### src/rtl/pcu_pkg.sv
`timescale 1ns/1ps
package pcu_pkg;
   localparam int PCU_ADDR_W = 3;
   localparam int CAUSE_W    = 8;

   localparam int BIT_PKT  = 2;
   localparam int BIT_THR  = 3;
   localparam int BIT_WAIT = 4;

   localparam logic [CAUSE_W-1:0] CAUSE_IMPL =
      CAUSE_W'((1 << BIT_PKT) | (1 << BIT_THR) | (1 << BIT_WAIT));

   typedef enum logic [PCU_ADDR_W-1:0] {
      REG_CAUSE  = 3'd0,
      REG_ENABLE = 3'd1,
      REG_THRESH = 3'd2,
      REG_WAITB  = 3'd3,
      REG_COUNT  = 3'd4
   } pcu_reg_e;
endpackage

### src/rtl/pcu_pkt_counter.sv
`timescale 1ns/1ps
module pcu_pkt_counter #(
   parameter int CNT_W = 8
) (
   input  logic             clk,
   input  logic             rst_n,
   input  logic             inc,
   input  logic             dec,
   input  logic [CNT_W-1:0] thresh,
   output logic [CNT_W-1:0] cnt_q,
   output logic             thr_hit
);
   localparam logic [CNT_W-1:0] CNT_MAX = '1;

   logic [CNT_W-1:0] cnt_d;
   logic             up, down;

   always_comb begin
      up    = inc && !dec && (cnt_q != CNT_MAX);
      down  = dec && !inc && (cnt_q != '0);
      cnt_d = cnt_q;
      if (up)
         cnt_d = cnt_q + 1'b1;
      else if (down)
         cnt_d = cnt_q - 1'b1;
   end

   assign thr_hit = up && (thresh != '0) && (cnt_d == thresh);

   always_ff @(posedge clk) begin
      if (!rst_n)
         cnt_q <= '0;
      else
         cnt_q <= cnt_d;
   end
endmodule

### src/rtl/pcu_wait_timer.sv
`timescale 1ns/1ps
module pcu_wait_timer #(
   parameter int WB_W     = 16,
   parameter int TICK_DIV = 64
) (
   input  logic            clk,
   input  logic            rst_n,
   input  logic            restart,
   input  logic            pending,
   input  logic [WB_W-1:0] bound,
   output logic            expire
);
   logic            armed;
   logic            tick;
   logic [WB_W-1:0] wcnt_q;
   logic            last_tick;

   assign armed = pending && (bound != '0) && !restart;

   generate
      if (TICK_DIV > 1) begin : g_prescale
         localparam int PW = $clog2(TICK_DIV);
         localparam logic [PW-1:0] PRE_LAST = PW'(TICK_DIV - 1);
         logic [PW-1:0] pre_q;

         always_ff @(posedge clk) begin
            if (!rst_n || !armed)
               pre_q <= '0;
            else if (pre_q == PRE_LAST)
               pre_q <= '0;
            else
               pre_q <= pre_q + 1'b1;
         end
         assign tick = armed && (pre_q == PRE_LAST);
      end else begin : g_direct
         assign tick = armed;
      end
   endgenerate

   assign last_tick = (wcnt_q + WB_W'(1)) == bound;
   assign expire    = tick && last_tick;

   always_ff @(posedge clk) begin
      if (!rst_n || !armed)
         wcnt_q <= '0;
      else if (tick) begin
         if (last_tick)
            wcnt_q <= '0;
         else
            wcnt_q <= wcnt_q + 1'b1;
      end
   end
endmodule

### src/rtl/pcu_cause_regs.sv
`timescale 1ns/1ps
module pcu_cause_regs
   import pcu_pkg::*;
(
   input  logic               clk,
   input  logic               rst_n,
   input  logic [CAUSE_W-1:0] set_vec,
   input  logic               clr_we,
   input  logic [CAUSE_W-1:0] clr_vec,
   input  logic               en_we,
   input  logic [CAUSE_W-1:0] en_wdata,
   output logic [CAUSE_W-1:0] cause_q,
   output logic [CAUSE_W-1:0] en_q,
   output logic [CAUSE_W-1:0] masked
);
   generate
      for (genvar i = 0; i < CAUSE_W; i++) begin : g_bit
         if (CAUSE_IMPL[i]) begin : g_impl
            always_ff @(posedge clk) begin
               if (!rst_n)
                  cause_q[i] <= 1'b0;
               else if (set_vec[i])
                  cause_q[i] <= 1'b1;
               else if (clr_we && clr_vec[i])
                  cause_q[i] <= 1'b0;
            end
            always_ff @(posedge clk) begin
               if (!rst_n)
                  en_q[i] <= 1'b0;
               else if (en_we)
                  en_q[i] <= en_wdata[i];
            end
         end else begin : g_none
            assign cause_q[i] = 1'b0;
            assign en_q[i]    = 1'b0;
         end
      end
   endgenerate

   assign masked = cause_q & en_q;

   logic unused_bits;
   assign unused_bits = ^{set_vec & ~CAUSE_IMPL, clr_vec & ~CAUSE_IMPL,
                          en_wdata & ~CAUSE_IMPL};
endmodule

### src/rtl/pkt_coalesce.sv
`timescale 1ns/1ps
module pkt_coalesce
   import pcu_pkg::*;
#(
   parameter int CNT_W    = 8,
   parameter int WB_W     = 16,
   parameter int TICK_DIV = 64,
   parameter int DATA_W   = 32
) (
   input  logic                  clk,
   input  logic                  rst_n,
   input  logic                  pkt_done,
   input  logic                  pkt_dec,
   input  logic                  reg_we,
   input  logic [PCU_ADDR_W-1:0] reg_addr,
   input  logic [DATA_W-1:0]     reg_wdata,
   output logic [DATA_W-1:0]     reg_rdata,
   output logic [CAUSE_W-1:0]    irq_cause,
   output logic                  irq
);
   generate
      if (CNT_W < 1 || CNT_W > DATA_W) begin : g_bad_cnt
         $error("pkt_coalesce: CNT_W must lie in 1..DATA_W");
      end
      if (WB_W < 1 || WB_W > DATA_W) begin : g_bad_wb
         $error("pkt_coalesce: WB_W must lie in 1..DATA_W");
      end
      if (TICK_DIV < 1) begin : g_bad_tick
         $error("pkt_coalesce: TICK_DIV must be at least 1");
      end
      if (DATA_W < CAUSE_W) begin : g_bad_data
         $error("pkt_coalesce: DATA_W narrower than cause register");
      end
   endgenerate

   pcu_reg_e         addr_e;
   logic [CNT_W-1:0] thr_q;
   logic [WB_W-1:0]  wb_q;
   logic [CNT_W-1:0] cnt_q;
   logic             thr_hit;
   logic             wait_exp;
   logic [CAUSE_W-1:0] set_vec, cause_q, en_q;

   assign addr_e = pcu_reg_e'(reg_addr);

   always_ff @(posedge clk) begin
      if (!rst_n) begin
         thr_q <= '0;
         wb_q  <= '0;
      end else if (reg_we) begin
         if (addr_e == REG_THRESH) thr_q <= reg_wdata[CNT_W-1:0];
         if (addr_e == REG_WAITB)  wb_q  <= reg_wdata[WB_W-1:0];
      end
   end

   pcu_pkt_counter #(.CNT_W(CNT_W)) u_cnt (
      .clk     (clk),
      .rst_n   (rst_n),
      .inc     (pkt_done),
      .dec     (pkt_dec),
      .thresh  (thr_q),
      .cnt_q   (cnt_q),
      .thr_hit (thr_hit)
   );

   pcu_wait_timer #(.WB_W(WB_W), .TICK_DIV(TICK_DIV)) u_wait (
      .clk     (clk),
      .rst_n   (rst_n),
      .restart (pkt_done),
      .pending (cnt_q != '0),
      .bound   (wb_q),
      .expire  (wait_exp)
   );

   always_comb begin
      set_vec           = '0;
      set_vec[BIT_PKT]  = pkt_done;
      set_vec[BIT_THR]  = thr_hit;
      set_vec[BIT_WAIT] = wait_exp;
   end

   pcu_cause_regs u_cause (
      .clk      (clk),
      .rst_n    (rst_n),
      .set_vec  (set_vec),
      .clr_we   (reg_we && addr_e == REG_CAUSE),
      .clr_vec  (reg_wdata[CAUSE_W-1:0]),
      .en_we    (reg_we && addr_e == REG_ENABLE),
      .en_wdata (reg_wdata[CAUSE_W-1:0]),
      .cause_q  (cause_q),
      .en_q     (en_q),
      .masked   (irq_cause)
   );

   assign irq = |irq_cause;

   always_comb begin
      reg_rdata = '0;
      case (addr_e)
         REG_CAUSE:  reg_rdata[CAUSE_W-1:0] = cause_q;
         REG_ENABLE: reg_rdata[CAUSE_W-1:0] = en_q;
         REG_THRESH: reg_rdata[CNT_W-1:0]   = thr_q;
         REG_WAITB:  reg_rdata[WB_W-1:0]    = wb_q;
         REG_COUNT:  reg_rdata[CNT_W-1:0]   = cnt_q;
         default:    reg_rdata = '0;
      endcase
   end

   logic unused_wdata;
   assign unused_wdata = ^reg_wdata;
endmodule

### config.mk
export PLATFORM = sky130hd
export DESIGN_NAME = pkt_coalesce
export DESIGN_NICKNAME = d
export VERILOG_FILES = /design/src/rtl/pcu_pkg.sv /design/src/rtl/pcu_pkt_counter.sv /design/src/rtl/pcu_wait_timer.sv /design/src/rtl/pcu_cause_regs.sv /design/src/rtl/pkt_coalesce.sv
export SDC_FILE = /design/constraint.sdc
export NUM_CORES = 1
export LEC_CHECK = 0
export ABC_AREA = 1
export BUFFER_PORTS_ARGS = -buffer_cell sky130_fd_sc_hd__buf_2
export CAP_MARGIN = 0
export CELL_PAD_IN_SITES_DETAIL_PLACEMENT = 0
export CELL_PAD_IN_SITES_GLOBAL_PLACEMENT = 1
export CORE_UTILIZATION = 39
export CTS_BUF_LIST = sky130_fd_sc_hd__clkbuf_4 sky130_fd_sc_hd__clkbuf_8
export DETAILED_ROUTE_END_ITERATION = 12
export PLACE_DENSITY = 0.82
export SLEW_MARGIN = 20
export SYNTH_ARGS = -nofsm -noshare
export SYNTH_HDL_FRONTEND = slang
export SYNTH_SLANG_ARGS = --single-unit
### constraint.sdc
create_clock -name clk -period 2.75 [get_ports clk]
set_input_delay 0.6875 -clock clk [delete_from_list [all_inputs] [get_ports clk]]
set_output_delay 0.6875 -clock clk [all_outputs]
set_load 0.01 [all_outputs]
### Word level (Yosys, flattened, before mapping)

Index checks and enable logic that the tools add are counted.

* flip-flop bits (word level): 60
* logic and storage cells: 66
* input bits: 40
* output and inout bits: 41

* muxes and demuxes: 11
* add/subtract/negate cells: 4
* bitwise gates (word level): 1
* reduce and logical (&&, ||, !) cells: 31
* equality and inequality tests: 8

Operators by type and width (count)
* case mux 8 bit (5 select lines): 1
* two-way mux 8 bit: 3
* adder 16 x 1 -> 16 bit (second input constant): 1
* == test 16 bit: 1
* two-way mux 16 bit: 1
* nonzero test 16 bit: 1
* nonzero test 8 bit: 2
* logical AND 1 bit: 15
* adder 8 x 1 -> 8 bit (second input constant): 1
* == test 8 bit: 1
* inequality test 8 bit (second input constant): 1
* OR reduction 8 bit: 1
* subtractor 8 x 1 -> 8 bit (second input constant): 1
* adder 6 x 1 -> 6 bit (second input constant): 1
* == test 3 x 2 -> 1 bit (second input constant): 2
* == test 6 bit (second input constant): 1
* two-way mux 1 bit: 6
* nonzero test 2 bit: 3
* bitwise AND 5 bit: 1
* logical NOT 1 bit: 4
* AND reduction 2 bit: 2
* == test 3 x 1 -> 1 bit (second input constant): 1
* == test 3 bit (second input constant): 1
* logical NOT 3 bit: 1
* 2 further kinds: 2

### Depth between registers and ports, before layout

Gate-level depths: netlist (run 1).

* depth in word-level cells: 8
* depth in mapped cells: 16
* gate-level depth less buffers: 16

### Cells and area by module

Synthesis (run 1) repeated with hierarchy kept, for this count alone.

* cells, all modules: 786
* area, all modules: 4636.9 um^2

By module, submodules not included
* pkt_coalesce: cells an instance 289, sequential area each 480.5 um^2, area each 1711.6 um^2, instances 1
* pcu_wait_timer: cells an instance 279, sequential area each 440.4 um^2, area each 1646.6 um^2, instances 1
* pcu_pkt_counter: cells an instance 167, sequential area each 160.2 um^2, area each 925.9 um^2, instances 1
* pcu_cause_regs: cells an instance 51, sequential area each 120.1 um^2, area each 352.8 um^2, instances 1

### Least setup slack after synthesis (run 1)

No wires, ideal clock.

* path kind: input -> output
* start: input reg_addr[1]
* end: output reg_rdata[0]
* data required time: 2.062 ns
* data arrival time: 1.480 ns
* stages on the path: 5
* buffers on the path: 1
* slack: 0.582 ns
* path through: inv_1 -> nor2_1 -> nand2_1 -> clkbuf_1 -> o221ai_1

* cells in the longest elaborated chain, start to end: 2
* elaborated cells between the ends (all ways): 6
* classes of those cells: eq/ne: 4; mux: 1; reduce/logical: 1

RTL lines
* from (decl): line pkt_coalesce.sv:15 `input logic [PCU_ADDR_W-1:0] reg_addr,`
* == test 3 bit, or another cell as far along: line pkt_coalesce.sv:99 `case (addr_e)`
* case mux 8 bit (5 select lines) (*): line pkt_coalesce.sv:99
* to (decl): line pkt_coalesce.sv:17 `output logic [DATA_W-1:0] reg_rdata,`

Mark *: on every way between the ends. The rest lies on a longest branch, timed or not.

### Worst setup path in the final report (run 1)

* start: input reg_addr[1]
* end: output reg_rdata[4]

Same word-level chain as after synthesis.

==> results of run 1 <==
==> through the flow <==
step / utilization / area, um2 / setup WS (ns)
floorplan: - / 3860 / 0.582
global placement: 0.436 / 4060 / 0.205
detailed placement: 0.436 / 4060 / 0.180
CTS: 0.463 / 4320 / 0.175
global route: 0.463 / 4320 / 0.0487
finish: 0.463 / 4320 / 0.178
==> kinds of logic (layout without fill, tap and decap cells) <==
logic type / after synthesis / in the layout / synth area share
other: 1 / 21 / 0.000990
DFF: 60 / 60 / 0.317
AOI/OAI and AO/OA: 99 / 99 / 0.145
and+or+nand+nor: 292 / 292 / 0.343
xor gates and xnor gates: 17 / 17 / 0.0413
adders and majority gates: 5 / 5 / 0.0165
buffers and inverters: 108 / 140 / 0.133
muxes: 1 / 1 / 0.00264
==> report_power, final <==
part,switching [mW],internal (mW)
combinational,0.229,0.107
clock,0.355,0.661
sequential,0.0309,0.899
total,0.614,1.67
==> how the worst max path moves through the flow <==
stage / endpoint / slack (ns) / cells after the start
finish: reg_rdata[4] / 0.18 / 8
CTS: reg_rdata[4] / 0.17 / 8
global route: reg_rdata[2] / 0.05 / 8
detailed placement: reg_rdata[4] / 0.18 / 8
floorplan: reg_rdata[0] / 0.58 / 5
global placement: reg_rdata[3] / 0.21 / 8
==> final cells by class <==
cell class,count,area [um2]
Clock inverter,4,95.1
Fill cell,982,5010
Sequential cell,60,1200
Inverter,75,282
Clock buffer,12,159
Timing Repair Buffer,49,260
Tap cell,129,161
Multi-Input combinational cell,435,2160
==> sequential cells by signal, summed over array words and instances, names as in the netlist <==
register and count:
thr_q 8, u_cause.cause_q 3, u_cause.en_q 3, u_cnt.cnt_q 8
u_wait.g_prescale.pre_q 6, u_wait.wcnt_q 16, wb_q 16
==> cells in the final DEF (no fill, tap or decap), types with 2 or more instances in the layout <==
cell type and count:
a21oi_1 34, a221oi_1 3, buf_2 43, buf_4 6, bufinv_16 3, clkbuf_8 11, clkinv_1 2, conb_1 21
dfxtp_1 60, ha_1 5, inv_1 72, nand2_1 145, nand2_2 3, nand2_4 2, nand3_1 35, nand4_1 8
nor2_1 71, nor2_2 13, nor3_1 4, nor3_4 2, o21ai_0 46, o21bai_2 2, o221ai_1 5, o22ai_1 8
xor2_1 15
==> routing by layer <==
metal	vias to the layer above	global-route usage	routed length (um)
met3	13	0.0277	392
li1	1926	-	-
met2	86	0.330	4480
met4	0	0.0747	165
met5	-	0	0
met1	1673	0.278	4730
==> flow_summary_export.csv, run 1 <==
group,metric,value,unit
run_status,status,"complete, no violations",
logic_synthesis,synth_flop_cell,"dfxtp_1",
cells_and_area,finalNonFillerCells,764,
drt,vias_per_cell,4.84,
power,vdd_drop_max,0.242,mV
drt,route.detailed.drc,0,
cells_and_area,n_antenna_cell,0,
timing,period_needed,2.57,ns
worst_setup_path,regToRegSetupSlack,0.40,ns
floorplan,fp.dieH,101,um
logic_synthesis,synth-seq-cells,60,
timing,setup_violations,0,
worst_setup_path,crit_family,"compound AO/OA/AOI/OAI gates",
worst_setup_path,path_cells,"buf_2, inv_1, nor2_1, nand2_1, o22ai_1, a221oi_1, o21ai_0, buf_2",
clock_tree,insertion_delay,0.33,ns
logic_synthesis,synth_cell_types,39,
clock_tree,numCtsBuffers,9,
timing,final-hold-violation-count,0,
clock_tree,cts_hold_buf,0,
grt,antenna_found_initial,0,
timing,max_freq,389,MHz
worst_setup_path,arrival,1.88,ns
worst_setup_path,end_kind,"output pin",
placed_design,numPortBuffers,43,
worst_setup_path,slowest_delay,0.28,ns
power,pwr_density_cell,528,nW/um2
power,p_leak,1.98,nW
worst_setup_path,crit_path_start,"reg_addr[1]",
logic_synthesis,async_reset_ff_frac,0,
timing,rsz0062_at_grt,"no",
logic_synthesis,synth_edf_count,0,
drt,vias,3698,
grt,grtUsageTotal,0.204,
grt,grt_first_pass_wirelength,15.9,mm
timing,period_share,0.935,
worst_setup_path,cp_common_cell,"buf_2",
timing,final.setup.tns,0,ns
floorplan,die_w,101,um
power,power,2.28,mW
worst_setup_path,reg2reg_to,"u_wait.wcnt_q[1]",
grt,grt_max_degree,33,
cells_and_area,fin_nets,675,
worst_setup_path,critPathKind,"input pin to output pin",
floorplan,coreArea,9330,um2
floorplan,rows,35,
drt,drt_iter0_markers,179,
logic_synthesis,synthCells,583,
clock_tree,clk_pin_slew,0.06,ns
clock_tree,clock_path_buffers,2,
worst_setup_path,required,2.06,ns
drt,firstDrtPassIters,5,
drt,wire_per_inst,12.8,um
hold_path,hold_class,"register to register",
placed_design,hpwl,7.71,mm
placed_design,gp_congestion,0.855,
clock_tree,cts_resized,0,
hold_path,hold_end,"u_wait.g_prescale.pre_q[0]",
logic_synthesis,synth_top_cells_by_count,"nand2_1, inv_1, nor2_1",
clock_tree,cts_tree,"yes",
logic_synthesis,synth_top_area_cell,"dfxtp_1",
worst_setup_path,path_max_fanout,9,
logic_synthesis,ys_seq_area_frac,0.317,
clock_tree,cts_setup_buffers,0,
cells_and_area,area_growth,14.0,%
drt,wirelength,9.77,mm
floorplan,start_util,0.406,
logic_synthesis,netlist_area,3790,um2
drt,ant_nets,0,
job,drv_cap,0,
clock_tree,root_buffer,"clkbuf_8",
logic_synthesis,ys.warnings.count,0,
worst_setup_path,reg2reg_from,"u_cnt.cnt_q[0]",
floorplan,dieArea,10100,um2
worst_setup_path,cp-start-kind,"input pin",
logic_synthesis,yosysMostFrequentCell,"nand2_1",
worst_setup_path,reg2reg_depth,12,
clock_tree,cts.sinks,60,
timing,maxSlewViolCount,0,
timing,skew,0.00841,ns
worst_setup_path,cp_slowest_cell,"nand2_1",
worst_setup_path,worst-path-buf-inv,3,
cells_and_area,drive_gt1_frac,0.151,
floorplan,ioPinCount,81,
hold_path,timing.hold.worst_path_depth,1,
logic_synthesis,synth_top_area_frac,0.317,
grt,grt_pass1_vias,3294,
hold_path,hold_start,"u_wait.g_prescale.pre_q[0]",
timing,holdWs,0.448,ns
grt,grt_overflow,0,
logic_synthesis,syn_area_per_cell,6.49,um2
placed_design,numPlacedInstances,748,
logic_synthesis,synthTopCellsByArea,"dfxtp_1, nand2_1, inv_1, nor2_1, o21ai_0",
clock_tree,cts_max_level,3,
Power figures use the tool's default switching activity.
==> inputs of run 2 (changes only) <==
--- a/config.mk
+++ b/config.mk
@@ -7,13 +7,13 @@
 export LEC_CHECK = 0
 export ABC_AREA = 1
 export BUFFER_PORTS_ARGS = -buffer_cell sky130_fd_sc_hd__buf_2
-export CAP_MARGIN = 0
 export CELL_PAD_IN_SITES_DETAIL_PLACEMENT = 0
 export CELL_PAD_IN_SITES_GLOBAL_PLACEMENT = 1
 export CORE_UTILIZATION = 39
 export CTS_BUF_LIST = sky130_fd_sc_hd__clkbuf_4 sky130_fd_sc_hd__clkbuf_8
 export DETAILED_ROUTE_END_ITERATION = 12
 export PLACE_DENSITY = 0.82
+export RECOVER_POWER = 50
 export SLEW_MARGIN = 20
 export SYNTH_ARGS = -nofsm -noshare
 export SYNTH_HDL_FRONTEND = slang
==> run 2 against run 1 <==
Wire length is 0.24% higher. Non-clock buffer count stayed put. Flip-flop and latch count stayed put. Clock power hardly changed. Hold slack hardly changed. Largest cell class unchanged.
==> flow_summary_export.csv, run 2 (synthesis gave the netlist of run 1 again) <==
group,metric,value,unit
floorplan,die_w,101,um
floorplan,rows,35,
grt,grt_overflow,0,
clock_tree,cts_resized,0,
drt,wire_per_inst,12.8,um
worst_setup_path,path_max_fanout,9,
clock_tree,clock_path_buffers,2,
drt,vias,3675,
job,drv_cap,0,
placed_design,hpwl,7.71,mm
power,p_leak,1.95,nW
placed_design,numPortBuffers,43,
power,pwr_density_cell,530,nW/um2
placed_design,gp_congestion,0.855,
cells_and_area,final_common_cell,"nand2_1",
cells_and_area,area_growth,13.6,%
timing,final.setup.tns,0,ns
cells_and_area,reg_top3,"u_wait.wcnt_q: 16 flops, wb_q: 16 flops",
worst_setup_path,worst-path-buf-inv,3,
floorplan,fp.dieH,101,um
clock_tree,cts_tree,"yes",
floorplan,ioPinCount,81,
grt,antenna_found_initial,0,
timing,final-hold-violation-count,0,
grt,grt_first_pass_wirelength,15.9,mm
grt,grt_max_degree,33,
cells_and_area,fin_nets,675,
timing,slew_headroom,0.224,
drt,drt_iter0_markers,173,
worst_setup_path,arrival,1.91,ns
worst_setup_path,crit_family,"compound AO/OA/AOI/OAI gates",
run_status,status,"complete, no violations",
clock_tree,insertion_delay,0.34,ns
worst_setup_path,path_cells,"clkbuf_1, inv_1, nor2_1, nand2_1, o22ai_1, a221oi_1, o21ai_0, buf_2",
drt,ant_nets,0,
clock_tree,clk_pin_slew,0.06,ns
timing,setup_violations,0,
hold_path,hold_start,"u_wait.g_prescale.pre_q[0]",
grt,grtUsageTotal,0.204,
cells_and_area,drive_gt1_frac,0.139,
drt,wirelength,9.80,mm
clock_tree,numCtsBuffers,9,
drt,firstDrtPassIters,4,
placed_design,pre_cts_ws,0.180,ns
timing,skew,0.00989,ns
timing,maxSlewViolCount,0,
cells_and_area,n_antenna_cell,0,
timing,period_needed,2.59,ns
timing,period_share,0.943,
cells_and_area,n_fill_cell,989,
timing,setup_slack,0.155,ns
clock_tree,cts_hold_buf,0,
hold_path,hold_class,"register to register",
clock_tree,cts_max_level,3,
worst_setup_path,crit_path_start,"reg_addr[1]",
worst_setup_path,slowest_delay,0.27,ns
clock_tree,cts.sinks,60,
power,vdd_drop_max,0.243,mV
worst_setup_path,cp-start-kind,"input pin",
floorplan,coreArea,9330,um2
clock_tree,root_buffer,"clkbuf_8",
timing,tightest_slew,1.16,ns
worst_setup_path,reg2reg_from,"u_cnt.cnt_q[0]",
cells_and_area,final_cell_mix,"nand2_1, inv_1, nor2_1, dfxtp_1, o21ai_0",
clock_tree,cts_setup_buffers,0,
worst_setup_path,critPathKind,"input pin to output pin",
timing,rsz0062_at_grt,"no",
worst_setup_path,cp_slowest_cell,"nand2_1",
drt,vias_per_cell,4.81,
worst_setup_path,required,2.06,ns
worst_setup_path,end_kind,"output pin",
drt,route.detailed.drc,0,
grt,grt_pass1_vias,3294,
floorplan,start_util,0.406,
timing,max_freq,385,MHz
floorplan,dieArea,10100,um2
run 2: changes by cell type in the layout (fill, tap and decap cells not counted):
cell | previous run | this run
buf_2 | 43 | 37
buf_4 | 6 | 5
clkbuf_1 | 0 | 7
nand2_1 | 145 | 146
nand2_2 | 3 | 2
run 2: final cells by class:
cell class	count	area, um2	share of cell area
Multi-Input combinational cell	435	2160	0.501
Clock buffer	12	159	0.0369
Inverter	75	282	0.0654
Timing Repair Buffer	49	249	0.0579
Tap cell	129	161	0.0375
Clock inverter	4	95.1	0.0221
Sequential cell	60	1200	0.279
run 2: per-stage QoR:
| step | power (mW) | hold WS, ns | std cells | cell area, um2 | utilization |
|---|---|---|---|---|---|
| final | 2.28 | 0.448 | 764 | 4300 | 0.461 |
| after global routing | 2.39 | 0.478 | 764 | 4300 | 0.461 |
| after CTS | 2.29 | 0.449 | 764 | 4320 | 0.463 |
| after detailed placement | 1.28 | 0.440 | 748 | 4060 | 0.436 |
| after global placement | 1.28 | 0.428 | 748 | 4060 | 0.436 |
| after floorplan | 1.21 | 0.418 | 603 | 3860 | - |
run 2: per-layer routing:
layer | global-route usage | share of wire | routed length [um] | vias to the layer above
li1 | - | - | - | 1924
met1 | 0.278 | 0.49 | 4790 | 1659
met2 | 0.330 | 0.46 | 4500 | 79
met3 | 0.0277 | 0.035 | 342 | 13
met4 | 0.0747 | 0.017 | 162 | 0
met5 | 0 | 0 | 0 | -
run 2: worst paths after layout:
check	slack (ns)	depth (start not counted)	to
min reg2reg	0.45	1	u_wait.g_prescale.pre_q[0]
max reg2reg	0.41	12	u_wait.wcnt_q[4]
min	0.45	1	u_wait.g_prescale.pre_q[0]
max	0.16	8	reg_rdata[3]
run 2: report_power, final:
group          switching, mW  total, mW  leakage [nW]  internal, mW
Clock                  0.357       1.02         0.130         0.661
Sequential            0.0307      0.929         0.487         0.899
Combinational          0.229      0.335          1.34         0.106
==> inputs of run 3 (changes only) <==
--- a/config.mk
+++ b/config.mk
@@ -11,8 +11,9 @@
 export CELL_PAD_IN_SITES_GLOBAL_PLACEMENT = 1
 export CORE_UTILIZATION = 39
 export CTS_BUF_LIST = sky130_fd_sc_hd__clkbuf_4 sky130_fd_sc_hd__clkbuf_8
+export CTS_CLUSTER_DIAMETER = 40
 export DETAILED_ROUTE_END_ITERATION = 12
-export PLACE_DENSITY = 0.82
+export PLACE_DENSITY = 0.83
 export RECOVER_POWER = 50
 export SLEW_MARGIN = 20
 export SYNTH_ARGS = -nofsm -noshare
==> run 3 against run 2 <==
Global-route usage is 0.16 points lower. Design area hardly changed. Sequential power hardly changed. Combinational power hardly changed. Hold slack better by 0.0017 ns.
==> flow_summary_export.csv, run 3 (synthesis gave the netlist of run 1 again) <==
group,metric,value,unit
grt,grt_pass1_vias,3251,
floorplan,coreArea,9330,um2
drt,route.detailed.drc,0,
timing,final.setup.tns,0,ns
clock_tree,clock_path_buffers,2,
worst_setup_path,regToRegSetupSlack,0.45,ns
clock_tree,cts_hold_buf,0,
timing,maxSlewViolCount,0,
worst_setup_path,critPathKind,"input pin to output pin",
drt,wire_per_inst,12.9,um
placed_design,numPortBuffers,43,
grt,grtUsageTotal,0.203,
drt,drt_iter0_markers,222,
floorplan,die_w,101,um
cells_and_area,drive_gt1_frac,0.139,
grt,antenna_found_initial,0,
timing,skew,0.0110,ns
worst_setup_path,path_max_fanout,9,
cells_and_area,n_antenna_cell,0,
drt,vias,3752,
placed_design,pre_cts_ws,0.202,ns
placed_design,gp_congestion,0.856,
floorplan,rows,35,
clock_tree,insertion_delay,0.34,ns
drt,vias_per_cell,4.91,
hold_path,hold_class,"register to register",
cells_and_area,n_fill_cell,990,
worst_setup_path,required,2.06,ns
power,pwr_density_cell,529,nW/um2
cells_and_area,final_common_cell,"nand2_1",
floorplan,ioPinCount,81,
clock_tree,clk_pin_slew,0.07,ns
timing,max_freq,392,MHz
power,p_leak,1.95,nW
grt,grt_max_degree,33,
worst_setup_path,end_kind,"output pin",
placed_design,hpwl,7.64,mm
timing,final-hold-violation-count,0,
clock_tree,cts.sinks,60,
timing,tightest_slew,1.15,ns
run_status,status,"complete, no violations",
clock_tree,cts_tree,"yes",
cells_and_area,final_cell_mix,"nand2_1, inv_1, nor2_1, dfxtp_1, o21ai_0",
cells_and_area,seq_area,1200,um2
timing,period_needed,2.55,ns
cells_and_area,reg_top3,"u_wait.wcnt_q: 16 flops, wb_q: 16 flops",
timing,rsz0062_at_grt,"no",
floorplan,fp.dieH,101,um
drt,firstDrtPassIters,5,
drt,wirelength,9.82,mm
timing,setup_slack,0.200,ns
timing,setup_violations,0,
cells_and_area,fin_nets,675,
clock_tree,root_buffer,"clkbuf_8",
cells_and_area,area_growth,13.6,%
grt,grt_overflow,0,
clock_tree,cts_setup_buffers,0,
timing,period_share,0.927,
cells_and_area,multi_input_area,2160,um2
clock_tree,cts_max_level,3,
job,drv_cap,0,
worst_setup_path,arrival,1.86,ns
grt,grt_first_pass_wirelength,15.7,mm
worst_setup_path,cp-start-kind,"input pin",
floorplan,dieArea,10100,um2
clock_tree,numCtsBuffers,9,
drt,ant_nets,0,
timing,slew_headroom,0.233,
floorplan,start_util,0.406,
clock_tree,cts_resized,0,
power,vdd_drop_max,0.251,mV
run 3: cell types whose count changed in the layout (fill, tap and decap cells not counted), sizes merged:
| cell | delta |
|---|---|
| buf | -1 |
| clkbuf | +1 |
run 3: path summary, 6_finish.rpt:
path | start | end | cells past startpoint
setup / recovery | reg_addr[2] | reg_rdata[3] | 7
hold / removal | u_wait.g_prescale.pre_q[0] | u_wait.g_prescale.pre_q[0] | 1
hold reg to reg | u_wait.g_prescale.pre_q[0] | u_wait.g_prescale.pre_q[0] | 1
setup reg to reg | u_wait.wcnt_q[0] | u_wait.wcnt_q[0] | 14
run 3: critical path: stages:
cell and delay, ns:
buf_2 0.13, nor2_1 0.07, nand2_1 0.28, o22ai_1 0.13, a221oi_1 0.26, o21ai_0 0.14
buf_2 0.16
run 3: layout make-up:
type | count | area share
multi-input combinational | 435 | 0.502
sequential | 60 | 0.279
timing repair buffer | 49 | 0.0570
clock buffer | 12 | 0.0369
tap | 129 | 0.0375
clock inverter | 4 | 0.0221
inverter | 75 | 0.0654
run 3: metrics by stage:
step                      cell area (um2)  instances  total power, mW   util  hold WS, ns
after floorplan                      3860        603             1.21      -        0.418
after global placement               4060        748             1.28  0.436        0.428
after detailed placement             4060        748             1.28  0.436        0.443
after CTS                            4320        764             2.29  0.463        0.458
after global routing                 4300        764             2.39  0.461        0.481
final                                4300        764             2.28  0.461        0.450
run 3: metal layers:
| layer | routed length [um] | vias up | GRT usage |
|---|---|---|---|
| li1 | - | 1924 | - |
| met1 | 4820 | 1717 | 0.278 |
| met2 | 4360 | 99 | 0.325 |
| met3 | 493 | 12 | 0.0284 |
| met4 | 147 | 0 | 0.0758 |
| met5 | 0 | - | 0 |
run 3: power by group:
part / internal, mW / switching [mW] / total, mW
Combinational: 0.105 / 0.227 / 0.333
Clock: 0.661 / 0.353 / 1.01
Sequential: 0.899 / 0.0310 / 0.930
